$ cat config.mk
export PLATFORM = sky130hd
export DESIGN_NAME = wsq_stream_queue
export DESIGN_NICKNAME = d
export VERILOG_FILES = /design/src/rtl/wsq_pkg.sv /design/src/rtl/wsq_ecc_ptr.sv /design/src/rtl/wsq_wait_timer.sv /design/src/rtl/wsq_store.sv /design/src/rtl/wsq_stream_queue.sv
export SDC_FILE = /design/constraint.sdc
export NUM_CORES = 1
export LEC_CHECK = 0
export BUFFER_PORTS_ARGS = -buffer_cell sky130_fd_sc_hd__clkbuf_2
export CORE_MARGIN = 4
export CORE_UTILIZATION = 55
export DETAILED_ROUTE_END_ITERATION = 10
export GPL_TIMING_DRIVEN = 0
export PLACE_DENSITY = 0.73
export REMOVE_ABC_BUFFERS = 1
export SETUP_SLACK_MARGIN = 0.2
export SLEW_MARGIN = 5
export SYNTH_ARGS = -nofsm -noshare
export SYNTH_HDL_FRONTEND = slang
export SYNTH_HIERARCHICAL = 1
export SYNTH_SLANG_ARGS = --single-unit
$ cat constraint.sdc
create_clock -name clk -period 7.3 [get_ports clk]
set_input_delay 0.73 -clock clk [delete_from_list [all_inputs] [get_ports clk]]
set_output_delay 0.73 -clock clk [all_outputs]
set_load 0.03 [all_outputs]
$ cat src/rtl/wsq_pkg.sv
package wsq_pkg;

  typedef enum logic {
    WORD_ITEM = 1'b0,
    WORD_HDR  = 1'b1
  } wtag_e;

  // total codeword length of a SECDED Hamming code over dw data bits
  function automatic int ham_len(input int dw);
    int p;
    p = 0;
    while ((1 << p) < dw + p + 1) p++;
    return dw + p + 1;
  endfunction

endpackage

$ cat src/rtl/wsq_ecc_ptr.sv
module wsq_ecc_ptr import wsq_pkg::*; #(
  parameter  int PW = 4,
  localparam int CW = ham_len(PW),
  localparam int SW = $clog2(CW)
) (
  input  logic          clk,
  input  logic          rst_n,
  input  logic          clr,
  input  logic          wr_en,
  input  logic [PW-1:0] wr_val,
  input  logic [CW-1:0] flt,
  output logic [PW-1:0] val,
  output logic          dbl
);

  function automatic logic [CW-1:0] enc(input logic [PW-1:0] v);
    logic [CW-1:0] c;
    logic b;
    int j;
    c = '0;
    j = 0;
    for (int pos = 1; pos < CW; pos++)
      if ((pos & (pos - 1)) != 0) begin
        c[pos] = v[j];
        j++;
      end
    for (int p = 0; (1 << p) < CW; p++) begin
      b = 1'b0;
      for (int pos = 1; pos < CW; pos++)
        if ((pos & (1 << p)) != 0) b = b ^ c[pos];
      c[1 << p] = b;
    end
    c[0] = ^c[CW-1:1];
    return c;
  endfunction

  // returns {double, corrected, value}
  function automatic logic [PW+1:0] dec(input logic [CW-1:0] code_in);
    logic [CW-1:0] c;
    logic [SW-1:0] syn;
    logic          par;
    logic [PW-1:0] v;
    int j;
    c   = code_in;
    syn = '0;
    par = 1'b0;
    for (int pos = 0; pos < CW; pos++)
      if (c[pos]) begin
        par = ~par;
        syn = syn ^ SW'(pos);
      end
    if (par && syn != '0 && int'(syn) < CW) c[syn] = ~c[syn];
    v = '0;
    j = 0;
    for (int pos = 1; pos < CW; pos++)
      if ((pos & (pos - 1)) != 0) begin
        v[j] = c[pos];
        j++;
      end
    return {(!par && syn != '0), par, v};
  endfunction

  logic [CW-1:0] code;
  logic          dirty;   // stored word altered by a fault since last check
  logic          chk;     // decode result is consumed this cycle
  logic [PW-1:0] d_val;
  logic          d_fix, d_dbl;

  assign {d_dbl, d_fix, d_val} = dec(code);
  assign chk = dirty;
  assign dbl = chk && d_dbl;

  always_ff @(posedge clk) begin
    if (!rst_n || clr) begin
      code  <= enc('0);
      val   <= '0;
      dirty <= 1'b0;
    end else if (wr_en) begin
      code  <= enc(wr_val) ^ flt;
      val   <= wr_val;
      dirty <= |flt;
    end else if (dirty) begin
      code  <= enc(d_val) ^ flt;
      val   <= d_val;
      dirty <= |flt;
    end else begin
      code  <= code ^ flt;
      dirty <= |flt;
    end
  end

  // a check only runs after a fault touched the stored word, never while idle-spinning
  p_check_after_fault_r8: assert property (@(posedge clk) disable iff (!rst_n)
    chk |-> $past(|flt));

  // a single-bit repair leaves the pointer value unchanged
  p_fix_keeps_value_r8: assert property (@(posedge clk) disable iff (!rst_n)
    (chk && d_fix && !wr_en && !clr) |=> (val == $past(val)));

endmodule

$ cat src/rtl/wsq_wait_timer.sv
module wsq_wait_timer #(
  parameter  int LIMIT = 20,
  localparam int CNT_W = $clog2(LIMIT + 1)
) (
  input  logic clk,
  input  logic rst_n,
  input  logic req,
  input  logic ok,
  output logic expired
);

  logic [CNT_W-1:0] cnt;

  assign expired = req && !ok && (cnt == CNT_W'(LIMIT));

  always_ff @(posedge clk) begin
    if (!rst_n) cnt <= '0;
    else if (req && !ok && !expired) cnt <= cnt + 1'b1;
    else cnt <= '0;
  end

  // release only ends a request that was blocked the cycle before
  p_release_after_wait_r5: assert property (@(posedge clk) disable iff (!rst_n)
    expired |-> $past(req && !ok));

endmodule

$ cat src/rtl/wsq_store.sv
module wsq_store #(
  parameter int WW = 17,
  parameter int AW = 5,
  localparam int N = 1 << AW
) (
  input  logic          clk,
  input  logic          we,
  input  logic [AW-1:0] waddr,
  input  logic [WW-1:0] wdata,
  input  logic [AW-1:0] raddr,
  output logic [WW-1:0] rdata
);

  logic [WW-1:0] mem [N];

  always_ff @(posedge clk)
    if (we) mem[waddr] <= wdata;

  assign rdata = mem[raddr];

endmodule

$ cat src/rtl/wsq_stream_queue.sv
module wsq_stream_queue import wsq_pkg::*; #(
  parameter  int DATA_W  = 16,
  parameter  int SLOTS   = 8,
  parameter  int DEPTH   = 4,
  parameter  int TIMEOUT = 20,
  localparam int PTR_W   = $clog2(SLOTS) + 1,
  localparam int CW      = ham_len(PTR_W)
) (
  input  logic              clk,
  input  logic              rst_n,
  input  logic              push_req,
  input  logic [DATA_W-1:0] push_data,
  input  logic              push_tag,
  output logic              push_ack,
  input  logic              pop_req,
  input  logic              disc_req,
  output logic              pop_ack,
  output logic              disc_ack,
  output logic [DATA_W-1:0] rd_data,
  output logic              rd_tag,
  output logic              q_full,
  output logic              q_empty,
  output logic              timeout_flag,
  output logic              ecc_err,
  input  logic [CW-1:0]     fault_head,
  input  logic [CW-1:0]     fault_tail
);

  localparam int OFF_W = $clog2(DEPTH);
  localparam int AW    = PTR_W - 1 + OFF_W;
  localparam int WW    = DATA_W + 1;

  logic [PTR_W-1:0] hd_v, tl_v, used;
  logic [OFF_W-1:0] wr_off, rd_off;
  logic             hd_dbl, tl_dbl, flush;
  logic             push_ok, pop_ok, push_to, pop_to;
  logic             push_wr, pop_rd, disc_rd, take, pub, rel;
  logic [WW-1:0]    rd_word;

  assign flush   = hd_dbl | tl_dbl;
  assign used    = tl_v - hd_v;
  assign q_full  = (used == PTR_W'(SLOTS));
  assign q_empty = (used == '0);

  assign push_ok  = !q_full && !flush;
  assign pop_ok   = !q_empty && !flush;
  assign push_wr  = push_req && push_ok;
  assign push_ack = push_req && (push_ok || push_to);
  assign pop_rd   = pop_req && pop_ok;
  assign pop_ack  = pop_req && (pop_ok || pop_to);
  assign disc_ack = disc_req && !pop_req;
  assign disc_rd  = disc_ack && pop_ok;
  assign take     = pop_rd || disc_rd;
  assign pub      = push_wr && (wr_off == OFF_W'(DEPTH - 1));
  assign rel      = take && (rd_off == OFF_W'(DEPTH - 1));

  assign rd_data = take ? rd_word[DATA_W-1:0] : '0;
  assign rd_tag  = take ? rd_word[DATA_W]     : logic'(WORD_ITEM);

  wsq_ecc_ptr #(.PW(PTR_W)) u_head (
    .clk(clk), .rst_n(rst_n), .clr(flush), .wr_en(rel),
    .wr_val(hd_v + 1'b1), .flt(fault_head), .val(hd_v), .dbl(hd_dbl));

  wsq_ecc_ptr #(.PW(PTR_W)) u_tail (
    .clk(clk), .rst_n(rst_n), .clr(flush), .wr_en(pub),
    .wr_val(tl_v + 1'b1), .flt(fault_tail), .val(tl_v), .dbl(tl_dbl));

  wsq_wait_timer #(.LIMIT(TIMEOUT)) u_push_wait (
    .clk(clk), .rst_n(rst_n), .req(push_req), .ok(push_ok), .expired(push_to));

  wsq_wait_timer #(.LIMIT(TIMEOUT)) u_pop_wait (
    .clk(clk), .rst_n(rst_n), .req(pop_req), .ok(pop_ok), .expired(pop_to));

  wsq_store #(.WW(WW), .AW(AW)) u_store (
    .clk(clk), .we(push_wr),
    .waddr({tl_v[PTR_W-2:0], wr_off}), .wdata({push_tag, push_data}),
    .raddr({hd_v[PTR_W-2:0], rd_off}), .rdata(rd_word));

  always_ff @(posedge clk) begin
    if (!rst_n || flush) begin
      wr_off <= '0;
      rd_off <= '0;
    end else begin
      if (push_wr) wr_off <= wr_off + 1'b1;
      if (take)    rd_off <= rd_off + 1'b1;
    end
  end

  always_ff @(posedge clk) begin
    if (!rst_n) begin
      timeout_flag <= 1'b0;
      ecc_err      <= 1'b0;
    end else begin
      timeout_flag <= timeout_flag | push_to | pop_to;
      ecc_err      <= ecc_err | flush;
    end
  end

  // the shared tail only ever steps by one slot, except on a flush
  p_tail_step_r2: assert property (@(posedge clk) disable iff (!rst_n)
    ((tl_v != $past(tl_v)) && !$past(flush)) |-> (tl_v == PTR_W'($past(tl_v) + 1'b1)));

  // never more published slots than storage holds
  p_no_overrun_r4: assert property (@(posedge clk) disable iff (!rst_n)
    used <= PTR_W'(SLOTS));

  // the timeout flag is sticky
  p_sticky_timeout_r5: assert property (@(posedge clk) disable iff (!rst_n)
    $past(timeout_flag) |-> timeout_flag);

  // a released pop returns zero
  p_pop_zero_r6: assert property (@(posedge clk) disable iff (!rst_n)
    pop_to |-> (rd_data == '0 && !rd_tag));

  // an uncorrectable fault leaves the queue empty
  p_flush_empty_r9: assert property (@(posedge clk) disable iff (!rst_n)
    $rose(ecc_err) |-> q_empty);

endmodule

== Word-level counts from Yosys, hierarchy flattened ==
Memories as Yosys holds them, arrays and structs flattened.
Cells that the tools add are included.

* Register bits after elaboration: 42
* RAM bits: 544
* Output and inout bits: 24
* Logic and storage cells: 421
* Memories kept: 1

* Add/subtract/negate cells: 15
* Order comparisons: 16
* Equal/unequal tests: 5
* Multiplexer cells: 250
* Bitwise operators: 70
* Reduce and logical (&&, ||, !) cells: 52

{| class="wikitable"
|+ Memories
! name !! depth !! width !! rd ports !! clocked after Yosys merged registers in !! wr ports !! RTL line !! source
|-
| u_store.mem || 32 || 17 || 1 || 0 || 1 || wsq_store.sv:14 || <nowiki>logic [WW-1:0] mem [N];</nowiki>
|}

{| class="wikitable"
|+ Operators by type and width
! operator !! number
|-
| 2-to-1 mux 32 bit || 30
|-
| less-than comparator 32 x 4 -> 1 bit (second input constant) || 12
|-
| adder 32 x 2 -> 32 bit (second input constant) || 8
|-
| 2-to-1 mux 1 bit || 179
|-
| 2-to-1 mux 8 bit || 6
|-
| XOR 8 bit || 6
|-
| XOR 1 bit || 32
|-
| parity 7 bit || 4
|-
| binary-select mux 1 bit (select 2 bit) || 12
|-
| logical AND 1 bit || 24
|-
| 2-to-1 mux 3 bit || 8
|-
| bitwise mux 8 bit || 2
|-
| 2-to-1 mux 16 bit || 1
|-
| 2-to-1 mux 4 bit || 4
|-
| NOT 1 bit || 16
|-
| OR reduction 8 bit || 2
|-
| NOT 2 bit || 6
|-
| logical NOT 1 bit || 11
|-
| adder 5 x 1 -> 5 bit (second input constant) || 2
|-
| == test 5 bit (second input constant) || 2
|-
| adder 4 x 1 -> 4 bit (second input constant) || 2
|-
| less-than comparator 3 x 4 -> 1 bit (second input constant) || 2
|-
| 2-to-1 mux 2 bit || 4
|-
| binary-select mux 1 bit (select 3 bit) || 2
|-
| 14 further kinds || 31
|}

== Logic depth before layout (Yosys ltp) ==
* Depth after elaboration: 48
* Depth in mapped cells: 18
* Mapped depth without buffers: 15

== Modules after synthesis ==
The synthesis kept the hierarchy.

{| class="wikitable"
|+ Modules (own cells, without submodules)
! module !! instances !! cells an instance !! area each (um^2) !! seq. area each (um^2)
|-
| wsq_store || 1 || 1,195 || 21,396.8 || 16,335.7
|-
| wsq_ecc_ptr (u_tail) || 1 || 201 || 1,635.3 || 260.2
|-
| wsq_ecc_ptr (u_head) || 1 || 174 || 1,456.4 || 260.2
|-
| wsq_stream_queue || 1 || 89 || 695.7 || 120.1
|-
| wsq_wait_timer || 2 || 23 || 229.0 || 100.1
|}

== Worst setup path after synthesis ==
No wires, ideal clock.

* Path kind: reg2reg
* From: register u_head.code[2]
* To: memory u_store.mem[28][0] (enable)
* Arrival time: 3,494 ps
* Required time: 6,910 ps
* Slack: 3,416 ps
* Cell stages (with the launch flop): 15
* Buffers on the path: 2
* Cells stage by stage: dfxtp_1 buf_6 xnor2_1 xnor2_1 inv_1 a222oi_1 o21ai_0 and2_1 nor2_1 o41ai_2 or2_1 inv_1 or3b_2 clkbuf_1 nor2_1

* Word-level cells in the longest chain between the ends: 20
* Elaborated cells between the ends (all ways): 30
* Those cells by class: mux (14); bitwise (9); reduce/logical (7)

{| class="wikitable"
|+ RTL lines
! item !! RTL line !! source
|-
| from (decl) || wsq_ecc_ptr.sv:63 || <nowiki>logic [CW-1:0] code;</nowiki>
|-
| from (signal assigned) || wsq_ecc_ptr.sv:75 || <nowiki>code <= enc('0);</nowiki>
|-
| from (signal assigned) || wsq_ecc_ptr.sv:79 || <nowiki>code <= enc(wr_val) ^ flt;</nowiki>
|-
| from (signal assigned) || wsq_ecc_ptr.sv:83 || <nowiki>code <= enc(d_val) ^ flt;</nowiki>
|-
| 2-to-1 mux 1 bit || wsq_ecc_ptr.sv:48 || <nowiki>if (c[pos]) begin</nowiki>
|-
| NOT 1 bit || wsq_ecc_ptr.sv:49 || <nowiki>par = ~par;</nowiki>
|-
| 2-to-1 mux 1 bit || wsq_ecc_ptr.sv:48 ||
|-
| NOT 1 bit || wsq_ecc_ptr.sv:49 ||
|-
| 2-to-1 mux 1 bit || wsq_ecc_ptr.sv:48 ||
|-
| NOT 1 bit || wsq_ecc_ptr.sv:49 ||
|-
| 2-to-1 mux 1 bit || wsq_ecc_ptr.sv:48 ||
|-
| NOT 1 bit || wsq_ecc_ptr.sv:49 ||
|-
| [... 6 more ...] || -- ||
|-
| net hd_dbl || wsq_stream_queue.sv:35 || <nowiki>logic hd_dbl, tl_dbl, flush;</nowiki>
|-
| bitwise OR 1 bit (*) || wsq_stream_queue.sv:40 || <nowiki>assign flush = hd_dbl | tl_dbl;</nowiki>
|-
| logical NOT 1 bit (*) || wsq_stream_queue.sv:45 || <nowiki>assign push_ok = !q_full && !flush;</nowiki>
|-
| logical AND 1 bit (*) || wsq_stream_queue.sv:45 ||
|-
| logical AND 1 bit (*) || wsq_stream_queue.sv:47 || <nowiki>assign push_wr = push_req && push_ok;</nowiki>
|-
| net push_wr || wsq_stream_queue.sv:37 || <nowiki>logic push_wr, pop_rd, disc_rd, take, pub, rel;</nowiki>
|-
| 2-to-1 mux 1 bit (*) || wsq_store.sv:17 || <nowiki>if (we) mem[waddr] <= wdata;</nowiki>
|-
| 2-to-1 mux 1 bit (not written as such) (*) || wsq_store.sv:17 ||
|-
| to (decl) || wsq_store.sv:14 ||
|}

The timed path passes the listed nets; every way through them passes the cells marked *.

== Worst setup path in the final report ==
* From: register u_tail.code[3]
* To: output port rd_data[1]

* Word-level cells in the longest chain between the ends: 18
* Elaborated cells between the ends (all ways): 28
* Those cells by class: mux (11); bitwise (8); reduce/logical (9)

{| class="wikitable"
|+ RTL lines
! item !! RTL line !! source
|-
| from (decl) || wsq_ecc_ptr.sv:63 ||
|-
| from (signal assigned) || wsq_ecc_ptr.sv:75 ||
|-
| from (signal assigned) || wsq_ecc_ptr.sv:79 ||
|-
| from (signal assigned) || wsq_ecc_ptr.sv:83 ||
|-
| 2-to-1 mux 1 bit || wsq_ecc_ptr.sv:48 ||
|-
| NOT 1 bit || wsq_ecc_ptr.sv:49 ||
|-
| 2-to-1 mux 1 bit || wsq_ecc_ptr.sv:48 ||
|-
| NOT 1 bit || wsq_ecc_ptr.sv:49 ||
|-
| 2-to-1 mux 1 bit || wsq_ecc_ptr.sv:48 ||
|-
| NOT 1 bit || wsq_ecc_ptr.sv:49 ||
|-
| 2-to-1 mux 1 bit || wsq_ecc_ptr.sv:48 ||
|-
| NOT 1 bit || wsq_ecc_ptr.sv:49 ||
|-
| [... 3 more ...] || -- ||
|-
| logical AND 1 bit (*) || wsq_ecc_ptr.sv:71 || <nowiki>assign dbl = chk && d_dbl;</nowiki>
|-
| net tl_dbl || wsq_stream_queue.sv:35 ||
|-
| bitwise OR 1 bit (*) || wsq_stream_queue.sv:40 ||
|-
| logical NOT 1 bit (*) || wsq_stream_queue.sv:46 || <nowiki>assign pop_ok = !q_empty && !flush;</nowiki>
|-
| logical AND 1 bit (*) || wsq_stream_queue.sv:46 ||
|-
| logical AND 1 bit, on equally long branches || wsq_stream_queue.sv:49, wsq_stream_queue.sv:52 ||
|-
| logical OR 1 bit (*) || wsq_stream_queue.sv:53 || <nowiki>assign take = pop_rd || disc_rd;</nowiki>
|-
| 2-to-1 mux 16 bit (*) || wsq_stream_queue.sv:57 || <nowiki>assign rd_data = take ? rd_word[DATA_W-1:0] : '0;</nowiki>
|-
| to (decl) || wsq_stream_queue.sv:19 || <nowiki>output logic [DATA_W-1:0] rd_data,</nowiki>
|}

Marked as above.

==> impl_results.md <==
- Die X: ~220 um
- Worst Max-Slew Pin Slew: 1.24 ns
- Clock Sinks: a little under 600
- Placer Congestion: 0.838
- Drt pass-1 iters: 5
- Clock Latency Late Sink: ~0.63 ns
- Status: completed
- Vias in the first global route: between 10,000 and 15,000
- Sw power: 3910 uW
- Grt ovf: 0
- H-tree depth: 2
- Share of synthesized flip-flops with an asynchronous set or reset: 0%
- Number of port buffers: 61
- CTS tree: built
- DRT antenna net count: 0
- Average size of a mapped cell: 15.0 um^2
- RSZ-0062 raised after global routing: false
- Via density: 6.10
- Post-synth EDFFs: between 500 and 600
- Sequential Power Share: 38.5%
- Core Util, Final: 62.7%
- P_leak: 0.00934 uW
- Filler Cells Inserted: 3,196
- Yosys cell types: slightly below 100
- Synthesized area: 0.0256 mm^2
- Layout cells sized above 1: 15.4%
- Synth Register Bits: 586
- Pint: 6880 uW
- Wire per inst: 23.3 um
- Ranking of synthesized cells by area: edfxtp_1, mux2i_1, dfxtp_1
- Via count: 14,700
- Hold_buf cts: 0
- Critical Path, Cell by Cell: xor2_4 -> xor2_2 -> a21oi_1 -> o31a_1 -> nor2_1 -> o21ai_0 -> nor2_2 -> and2_1 -> clkbuf_2
- Initial DRC count: 1,192
- Largest net degree at the start of global routing: 53
- Switching Fraction: 36.3%
- Hold crit path type: input pin to flop
- Top-Level Pins: 62
- Crit Path Class: flop to primary output
- Post-route cell area: 0.0287 mm^2
- Worst EP required: 6.57 ns
- Delay-heaviest family, CP: simple AND/OR/NAND/NOR gates
- Slowest cell on the critical path: nor2_2
- Fin crit share: 71.8%
- Total chip power: between 10,000 and 15,000 uW
- Reg clk slew, reported paths: 0.05 ns
- Initial antenna violation count: 1
- CTS Buffer Depth: 3
- Global-route wire length before repair: approximately 85 mm
- Final hold vios: 0
- Pwr Density: 376 mW/mm^2
- Top cell type's share of synthesized area: ~64%
- Max-Cap Viols: 0
- Top_reg_cell synth: edfxtp_1
- Placed instance area: 0.0270 mm^2
- Comb pwr share: 36.2%
- Final cell count without fillers: around 2,400
- CP Max Fanout: 20
- Flip-flop and latch area: 0.0172 mm^2
- Hpwl dp: 34.6 mm
- Area of the multi-input gates: 0.00774 mm^2
- Residual DRC count: 0
- Die Y-Extent: about 220 um
- Relative slew margins: 17.1%
- Critical Path Max Stage Delay: around 0.94 ns
- Post-synthesis sequential area ratio: 67.0%
- Total Neg Setup Slack: 0 ns
- Initial core utilization: a little under three fifths
- Standard-cell row count: ~80
- Post-CTS setup buffer count: 0
- Post-CTS sizing: 0
- Mapped Cells: between 1,500 and 2,000
- Crit path time final: 5.24 ns
- Clk_skew: approximately 0.033 ns
- Critical path buffers and inverters: 1
- CTS Buf Count: 57
- Core area: 0.0458 mm^2
- Antenna cells: 0
- Maximum vdd drop: 574 uV
- Inst Count DP: around 2,300
- Fmax: 0.191 GHz
- Area delta synth->final: 11.9%
- CTS root buf: clkbuf_16
- Die area: 0.0501 mm^2
- Crit path DAT: 4.51 ns
- Fin nets: 1,817
- Clock power share: 25.2%
- Worst Setup End Kind: primary output
- Ys Warns: 6
- Critical path startpoint category: flop
- Setup Viol. Count Final: 0
- Leading area contributor after synthesis: edfxtp_1
- Total GRT Usage: 22.0%
- Wirelength, routed: 56.1 mm
- Final Max Slew Viols: 0
## power by group through the flow
stage               registers [uW]  logic, uW  clock network (uW)
floorplan                     4250       3010                   0
global placement              4370       4110                   0
detailed placement            4220       3910                   0
CTS                           4150       3930                2770
global route                  4180       4220                2900
finish                        4160       3910                2720
## cell families (layout without fill, tap and decap cells)
kind of cell               after synthesis  count (layout)  synth area share, %
adders and majority gates               11              11                0.537
buffers and inverters                  124             228                 3.25
DFF                                    586             586                 67.0
muxes                                  288             288                 11.3
and+or+nand+nor                        355             355                 7.43
AOI/OAI and AO/OA                      269             269                 7.50
xor gates and xnor gates                72              72                 3.04
## sequential cells by signal, indices dropped and copies added, names as in the netlist
signal and count:
u_head/code 8, u_push_wait/cnt 5, u_store/mem 544, u_head/val 4
u_tail/val 4, wr_off 2, rd_off 2, u_tail/code 8
ecc_err 1, u_tail/chk 1, timeout_flag 1, u_pop_wait/cnt 5
u_head/chk 1
## cell usage in the layout (no fill, tap or decap), types with 27 or more instances in the layout
cell,n
a21oi_1,60
a22o_1,34
a22oi_1,69
clkbuf_16,58
clkbuf_2,61
dfxtp_1,39
edfxtp_1,544
mux2i_1,286
nand2_1,71
nand3_1,50
nand4_1,27
nor2_1,38
nor2_2,34
nor3_1,32
xnor2_1,33
## layout make-up
class	count	area share, %
sequential	586	59.9
tap	600	2.62
inverter	23	0.301
clock buffer	72	5.24
multi-input combinational	995	27.0
clock inverter	28	0.798
timing repair buffer	105	4.19
## metal layers
layer	share of wire (%)	wire length, um	up-vias	track usage [%]
met5	0	0	-	0
met1	41	23000	7345	29.5
met2	49	27500	508	36.8
li1	-	-	6739	-
met4	3.3	1830	0	7.52
met3	6.7	3740	112	3.97
## tightest hold or removal path, stage by stage
cell and delay (ns):
clkbuf_2 0.10, xor2_1 0.06, nor2_1 0.07
## worst paths after layout
check,startpoint,endpoint,slack [ns],cells after the start
max,u_tail/code[3],rd_data[1],2.06,9
max reg2reg,u_tail/code[3],u_head/code[5],2.24,12
min reg2reg,u_pop_wait/cnt[0],u_pop_wait/cnt[0],0.47,1
min,fault_tail[2],u_tail/code[2],0.39,3
## cells in the mapped netlist (all sizes together), types with 4 or more instances
cell,instances
a211o,6
xnor2,39
nand2,74
a31oi,25
or2,4
a22oi,69
a21oi,65
o21a,7
inv,22
nand3b,6
edfxtp,544
nor3b,4
clkbuf,24
mux2i,286
dfxtp,42
and2,23
nand2b,10
o2111ai,5
ha,11
nand4,27
nor2b,10
nand3,50
nor2,73
or3,4
nor4b,5
and3,4
nand4b,6
buf,77
xor2,32
nor3,33
o21ai,26
nor4,10
a22o,34
## metrics by stage
stage / hold WS, ns / worst slack (ns)
3_3_place_gp: 0.442 / -7.66
3_5_place_dp: 0.457 / 2.25
4_1_cts: 0.366 / 2.00
5_1_grt: 0.408 / 1.78
2_1_floorplan: 0.430 / -3.78
6_report: 0.391 / 2.06
Power figures use the tool's default switching activity.
